--- src/rtl/flash_erase_sel.sv ---
module flash_erase_sel #(
  parameter int SEL_W  = 8,
  parameter int ADDR_W = 2
) (
  input  logic                clk,
  input  logic                rst_n,
  input  logic                hw_standby,
  input  logic                sw_standby,
  input  logic                wren_pin,
  input  logic                sw_en_lo,
  input  logic                sw_en_hi,
  input  logic                prog_setup_hi,
  input  logic                flash_on,
  input  logic                wr_en,
  input  logic [ADDR_W-1:0]   addr,
  input  logic [SEL_W-1:0]    wr_data,
  output logic [SEL_W-1:0]    rd_data,
  output logic [2*SEL_W-1:0]  erase_sel,
  output logic                prog_mode
);
  localparam logic [ADDR_W-1:0] A_LO   = ADDR_W'(0);
  localparam logic [ADDR_W-1:0] A_HI   = ADDR_W'(1);
  localparam logic [ADDR_W-1:0] A_PROG = ADDR_W'(2);

  logic [SEL_W-1:0] lo_q, hi_q, lo_c, hi_c;
  logic             prog_q, multi;

  wire clr_all = hw_standby | sw_standby | ~wren_pin;
  wire clr_lo  = clr_all | ~sw_en_lo;
  wire bus_wr  = wr_en & flash_on;
  wire prog_ok = wren_pin & sw_en_hi & prog_setup_hi;

  always_comb begin
    lo_c = lo_q;
    hi_c = hi_q;
    if (bus_wr && addr == A_LO) lo_c = wr_data;
    if (bus_wr && addr == A_HI) hi_c = wr_data;
    if (clr_lo)  lo_c = '0;
    if (clr_all) hi_c = '0;
    multi = $countones({hi_c, lo_c}) > 1;
  end

  always_ff @(posedge clk or negedge rst_n) begin
    if (!rst_n) begin
      lo_q <= '0;
      hi_q <= '0;
    end else begin
      lo_q <= multi ? '0 : lo_c;
      hi_q <= multi ? '0 : hi_c;
    end
  end

  always_ff @(posedge clk or negedge rst_n) begin
    if (!rst_n)                        prog_q <= 1'b0;
    else if (!prog_ok)                 prog_q <= 1'b0;
    else if (wr_en && addr == A_PROG)  prog_q <= wr_data[0];
  end

  always_comb begin
    case (addr)
      A_LO:    rd_data = flash_on ? lo_q : '0;
      A_HI:    rd_data = flash_on ? hi_q : '0;
      A_PROG:  rd_data = {{(SEL_W-1){1'b0}}, prog_q};
      default: rd_data = '0;
    endcase
  end

  assign erase_sel = {hi_q, lo_q};
  assign prog_mode = prog_q;
endmodule

--- config.mk ---
export PLATFORM = sky130hd
export DESIGN_NAME = flash_erase_sel
export DESIGN_NICKNAME = d
export VERILOG_FILES = /design/src/rtl/flash_erase_sel.sv
export SDC_FILE = /design/constraint.sdc
export NUM_CORES = 1
export LEC_CHECK = 0
export BUFFER_PORTS_ARGS = -buffer_cell sky130_fd_sc_hd__buf_2
export CAP_MARGIN = 15
export CORE_UTILIZATION = 49
export DETAILED_ROUTE_END_ITERATION = 12
export GPL_TIMING_DRIVEN = 0
export PLACE_DENSITY = 0.79
export SYNTH_ARGS = -nofsm -noshare
export SYNTH_HDL_FRONTEND = slang
export SYNTH_SLANG_ARGS = --single-unit
--- constraint.sdc ---
create_clock -name clk -period 11.2 [get_ports clk]
set_input_delay 0 -clock clk [delete_from_list [all_inputs] [get_ports clk]]
set_output_delay 0 -clock clk [all_outputs]
set_load 0.01 [all_outputs]
==> results.toml, run 1 <==
[run_status]
status = "finished, final reports clean"

[synthesis]
yosys.cell_types.count = 23
syn_nets = 165
avgSynthCellArea_um2 = 10.0
synth_area_um2 = 1300
yosys_warnings = 0
yosysSeqAreaShare = 0.327
syn_inst = 130
ys_ff_latch = 17
synth_top_area_share = 0.327
synth_largest_area_cell = "dfrtp_1"
synth_area_leaders = "dfrtp_1 (33%), mux2i_1 (19%), fa_1 (15%)"

[timing]
hold_viol = 0
period_share = 0.416
tightest_slew_ns = 0.832
max_freq_ghz = 0.215
clock_skew_ns = 0.00643
setup_viol = 0
setup_tns_ns = 0
relSlewSlack = 0.445
slew_viol_final = 0
rsz0062_at_grt = "false"
fin_crit_ns = 4.66

[clock_tree]
path_clk_slew_ns = 0.10
cts_root_buf = "clkbuf_4"
numCtsBuffers = 3
h-tree-depth = 1
insertion_delay_ns = 0.30
cts.sinks = 17
cts_tree = "built"
ctsResizeCount = 0
clock_path_buffers = 2

[critical_path]
crit_slowest_cell = "fa_1"
path_cells = "buf_2 > nor4bb_2 > buf_6 > mux2i_1 > nor2_1 > fa_1 > inv_1 > fa_1 > fa_1 > fa_1 > inv_1 > ha_1 > inv_1 > fa_1 > nor3b_1 > o2111ai_1 > nor2_1"
arrival_ns = 4.87
path_common_cell = "fa_1"
path_class = "primary input to flop"
endpoint_kind = "flop"
ff2ff_path_depth = 14
r2r_slack_ns = 6.57
required_ns = 11.42
cpPeakStageDelay_ns = 0.54
rr_endpoint = "hi_q[6]"
startpoint_type = "primary input"
r2r-start = "lo_q[0]"
critPathMaxFanout = 8

[detailed_routing]
postRouteAntennaNets = 0
drt_iter0_drc = 22
via_per_inst = 5.18
totalWireLength_um = 2930
avgRoutedWirePerCell_um = 13.9
drc = 0
dr.pass1.iters = 4
route.vias.total = 1092

[worst_hold_path]
hold-path-cell-count = 3
min_to = "hi_q[1]"
hp-start = "wr_data[1]"
hold_path.class = "primary input to flop"

[pwr]
p_leak_nw = 0.867
finalPower_mw = 0.111
power.density_nw_per_um2 = 68.9
vdd_ir_drop_max_uv = 49.9

[placed_design]
placed_area_um2 = 1560
dp_hpwl_um = 2320
port_buffers = 44
dp_cells = 204
gp_congestion = 0.787

[cells_and_area]
layout-drive-gt1-share = 0.298
fin_cells = 211
syn_to_final_growth_pct = 24.1
finalNetCount = 217
n_antenna_cell = 0
final_area_um2 = 1620

[global_route]
gr-total-overflow = 0
grt_max_degree = 18
antenna_found_initial = 0
grt.total_usage = 0.227
first_global_vias = 1058
grt_pass1_wl_um = 4500

[floorplan]
row_count = 18
core_area_um2 = 2500
initial_core_util = 0.521
dieArea_um2 = 2870
die_x_um = 53.6
die_h_um = 53.6
io_pins = 45

[flow_run]
cap_viol_max_count = 0
[power breakdown]
group / internal [mW] / switching (mW)
sequential: 0.0615 / 0.000139
clock: 0.0139 / 0.0204
combinational: 0.00688 / 0.00852
[sequential cells by signal, summed over array words and instances, names as in the netlist]
register / count
hi_q: 8
lo_q: 8
prog_mode: 1
[synth_stat cells]
master,number
ha_1,5
nor3b_2,1
nand2_1,2
clkbuf_1,1
nor3b_1,1
o21ai_0,1
or2_2,1
nand4b_1,1
fa_1,10
buf_4,1
nand3b_1,2
nor4bb_2,1
nor2_1,37
nand2b_1,5
dfrtp_1,17
mux2i_1,25
inv_1,12
nand3_1,1
a211oi_1,1
buf_6,1
o2111ai_1,2
buf_2,1
and4bb_2,1
[how the worst max path moves through the flow]
| stage | startpoint | to | cells after the start |
|---|---|---|---|
| 6_report | addr[0] | hi_q[6] | 17 |
| 3_3_place_gp | addr[0] | lo_q[1] | 17 |
| 4_1_cts | addr[0] | hi_q[6] | 17 |
| 3_5_place_dp | addr[0] | hi_q[6] | 17 |
| 2_1_floorplan | addr[0] | hi_q[0] | 16 |
| 5_1_grt | addr[0] | lo_q[7] | 17 |
[kinds of logic after synthesis]
group	share of synthesized area
flops	0.327
simple gates	0.201
buf+inv	0.0557
compound gates	0.0231
mux	0.192
fa+ha+maj	0.202
[metrics by stage]
step / util / setup slack, ns / hold slack [ns]
after detailed placement: 0.624 / 6.27 / -0.0590
after global placement: 0.624 / 6.39 / -0.0708
after CTS: 0.647 / 6.54 / 0.00579
after global routing: 0.647 / 6.25 / 0.0132
final: 0.647 / 6.54 / 0.00275
after floorplan: - / 6.97 / -0.296
[worst max-delay path, delay by kind of cell]
family	cells	cell delay [ns]
adder cells (fa/ha/maj)	6	2.69
multiplexers	1	0.29
buffers and inverters	5	0.50
AND/OR/NAND/NOR	4	0.92
AO/OA/AOI/OAI	1	0.47
[layout by cell type, fill, tap and decap left out, drive strengths merged]
cell type | Yosys | layout
fa | 10 | 10
mux2i | 25 | 25
clkbuf | 1 | 5
dfrtp | 17 | 17
a211oi | 1 | 1
nand3b | 2 | 2
nor2 | 37 | 37
or2 | 1 | 1
and4bb | 1 | 1
nor4bb | 1 | 1
o2111ai | 2 | 2
dlygate4sd3 | 0 | 3
inv | 12 | 12
nand2b | 5 | 5
buf | 3 | 47
nand4b | 1 | 1
nand3 | 1 | 1
ha | 5 | 5
nand2 | 2 | 2
nor3b | 2 | 2
o21ai | 1 | 1
[per-layer routing]
metal | vias to the layer above | GRT usage | wire length, um
met1 | 532 | 0.265 | 1260
li1 | 532 | - | -
met2 | 23 | 0.431 | 1560
met3 | 5 | 0.0254 | 63
met5 | - | 0 | 0
met4 | 0 | 0.0658 | 40
[repair_timing]
action,in CTS,in global routing
hold endpoints to repair,18,0
setup buffers,0,0
endpoints found under the setup margin,0,0
hold buffers,3,0
[area by class of cell]
cell class | count | area (um^2)
flip-flops and latches | 17 | 425
inverters | 12 | 45.0
clock buffers | 4 | 26.3
plain buffers | 4 | 27.5
fillers | 216 | 883
well taps | 30 | 37.5
multi-input cells | 97 | 805
repair buffers | 47 | 250
Power figures use the tool's default switching activity.
==> run 2, diff against run 1 <==
Settings changed: CORE_UTILIZATION 49 to 45, PLACE_DENSITY 0.79 to 0.77.
Clock period 11.2 ns to 4.12 ns, I/O delays scaled along.
==> run 2 against run 1 <==
Worst hold slack worse by 0.0057 ns. Clock power grew to 2.7 times the previous value. Die area increased by 8.6%. Sequential power rose to 2.7 times the previous value. First-iteration DRC count up 100%. Total power grew to 2.8 times the previous value. Sequential share of layout area down 2.9 points. Global-route usage decreased by 1.2 points. The run now ends with negative hold slack, negative setup slack left. Sequential cell count did not move. Critical path depth shrank 3. Utilization increased by 1.2 points. Largest power group unchanged.
==> results.toml, run 2 (synthesis results as in run 1) <==
[timing]
slew_viol_final = 0
clock_skew_ns = 0.00736
tightest_slew_ns = 0.452
fin_crit_ns = 4.36
period_share = 1.06
max_freq_ghz = 0.229
rsz0062_at_grt = "true"
setup_viol = 16
relSlewSlack = 0.698
hold_viol = 2
whs_ns = -0.00294
fin_ws_ns = -0.238

[pwr]
power.density_nw_per_um2 = 170
p_leak_nw = 0.946
vdd_ir_drop_max_uv = 133

[worst_hold_path]
hp-start = "wr_data[1]"
hold_path.class = "primary input to flop"
min_to = "lo_q[1]"
hold-path-cell-count = 3

[detailed_routing]
via_per_inst = 5.13
route.vias.total = 1160
totalWireLength_um = 3120
postRouteAntennaNets = 0
avgRoutedWirePerCell_um = 13.8
dr.pass1.iters = 4
drt_iter0_drc = 44
drc = 0

[clock_tree]
cts_tree = "built"
clock_path_buffers = 2
numCtsBuffers = 3
path_clk_slew_ns = 0.11
cts_root_buf = "clkbuf_4"
insertion_delay_ns = 0.30
h-tree-depth = 1
cts.sinks = 17

[critical_path]
startpoint_type = "flop"
r2r-start = "lo_q[3]"
rr_endpoint = "hi_q[3]"
ff2ff_path_depth = 14
arrival_ns = 4.59
critPathMaxFanout = 8
r2r_slack_ns = -0.24
required_ns = 4.35
endpoint_kind = "flop"
path_class = "flop to flop"

[cells_and_area]
syn_to_final_growth_pct = 39.5
n_antenna_cell = 0
final_common_cell = "buf_2"
finish.utilization = 0.659
layout-drive-gt1-share = 0.431
most-common-layout-cells = "buf_2 (45), nor2_1 (34), mux2i_1 (19)"
final_area_um2 = 1820
finalNetCount = 231
nFillCells = 221

[floorplan]
io_pins = 45
core_area_um2 = 2760
dieArea_um2 = 3110
die_h_um = 55.8
initial_core_util = 0.472
die_x_um = 55.8
row_count = 19

[global_route]
grt.total_usage = 0.215
gr-total-overflow = 0
grt_pass1_wl_um = 5200
first_global_vias = 1133
grt_max_degree = 18
antenna_found_initial = 0

[placed_design]
gp_congestion = 0.784
port_buffers = 44
placed_area_um2 = 1620
dp_hpwl_um = 2300

[run_status]
violations = "negative hold slack, negative setup slack"
status = "finished with violations"

[flow_run]
cap_viol_max_count = 0
[run 2: cell types whose count changed in the layout (fill, tap and decap cells not counted), moves of 2 or more]
cell and delta:
buf_4 +14, mux2i_1 -6, mux2i_2 +6, nor2_1 -3, nor2_2 +3, o2111ai_1 -2
o2111ai_4 +2
[run 2: what timing repair did]
action                                  in CTS  in global routing
hold endpoints to repair                    18                  0
buffers inserted                            10                  4
pin swaps                                   11                 10
gates resized for setup                      3                  7
hold buffers                                 3                  0
endpoints found under the setup margin      16                 16
[run 2: cell type report]
class                   instances  area (um^2)  area share
inverters                      12         45.0      0.0248
well taps                      31         38.8      0.0213
flip-flops and latches         17          425       0.234
repair buffers                 61          355       0.196
clock inverters                 1         5.00     0.00275
multi-input cells              97          897       0.494
plain buffers                   4         27.5      0.0152
clock buffers                   3         22.5      0.0124
[run 2: worst max-delay path by stage]
stage	from	end	cells after the start
5_1_grt	lo_q[3]	lo_q[6]	14
3_5_place_dp	addr[0]	hi_q[1]	17
6_report	lo_q[3]	hi_q[3]	14
3_3_place_gp	addr[0]	hi_q[1]	17
2_1_floorplan	addr[0]	hi_q[0]	16
4_1_cts	lo_q[5]	hi_q[1]	14
[run 2: report_power, final]
part	switching, mW	total, mW	internal (mW)	leakage, nW
clock	0.0569	0.0931	0.0362	0.0177
combinational	0.0258	0.0488	0.0230	0.691
sequential	0.000365	0.168	0.167	0.237
total	0.0831	0.310	0.227	0.946
[run 2: metrics by stage]
step	power, mW	std cells	hold slack (ns)	setup TNS (ns)	setup WS, ns
finish	0.310	226	-0.00294	-3.24	-0.238
global route	0.324	226	-0.00648	-5.73	-0.378
CTS	0.307	222	0.00135	-2.97	-0.215
detailed placement	0.213	205	-0.0576	-7.31	-0.486
global placement	0.212	205	-0.0739	-5.98	-0.388
floorplan	0.192	130	-0.296	0	0.0354
[run 2: layer usage]
| metal | part of all wire | up-vias | GRT usage |
|---|---|---|---|
| met2 | 0.53 | 30 | 0.365 |
| met4 | 0.012 | 0 | 0.0679 |
| met3 | 0.033 | 4 | 0.0326 |
| met1 | 0.42 | 566 | 0.284 |
| li1 | - | 560 | - |
| met5 | 0 | - | 0 |
[run 2: critical path, cell delays in order (launching register included)]
cell and delay, ns:
dfrtp_1 0.42, mux2i_2 0.24, nor2_1 0.08, fa_1 0.48
inv_1 0.05, fa_1 0.49, fa_1 0.58, fa_1 0.41
inv_1 0.07, ha_2 0.19, inv_2 0.04, fa_1 0.48
nor3b_4 0.30, o2111ai_4 0.26, nor2_1 0.19
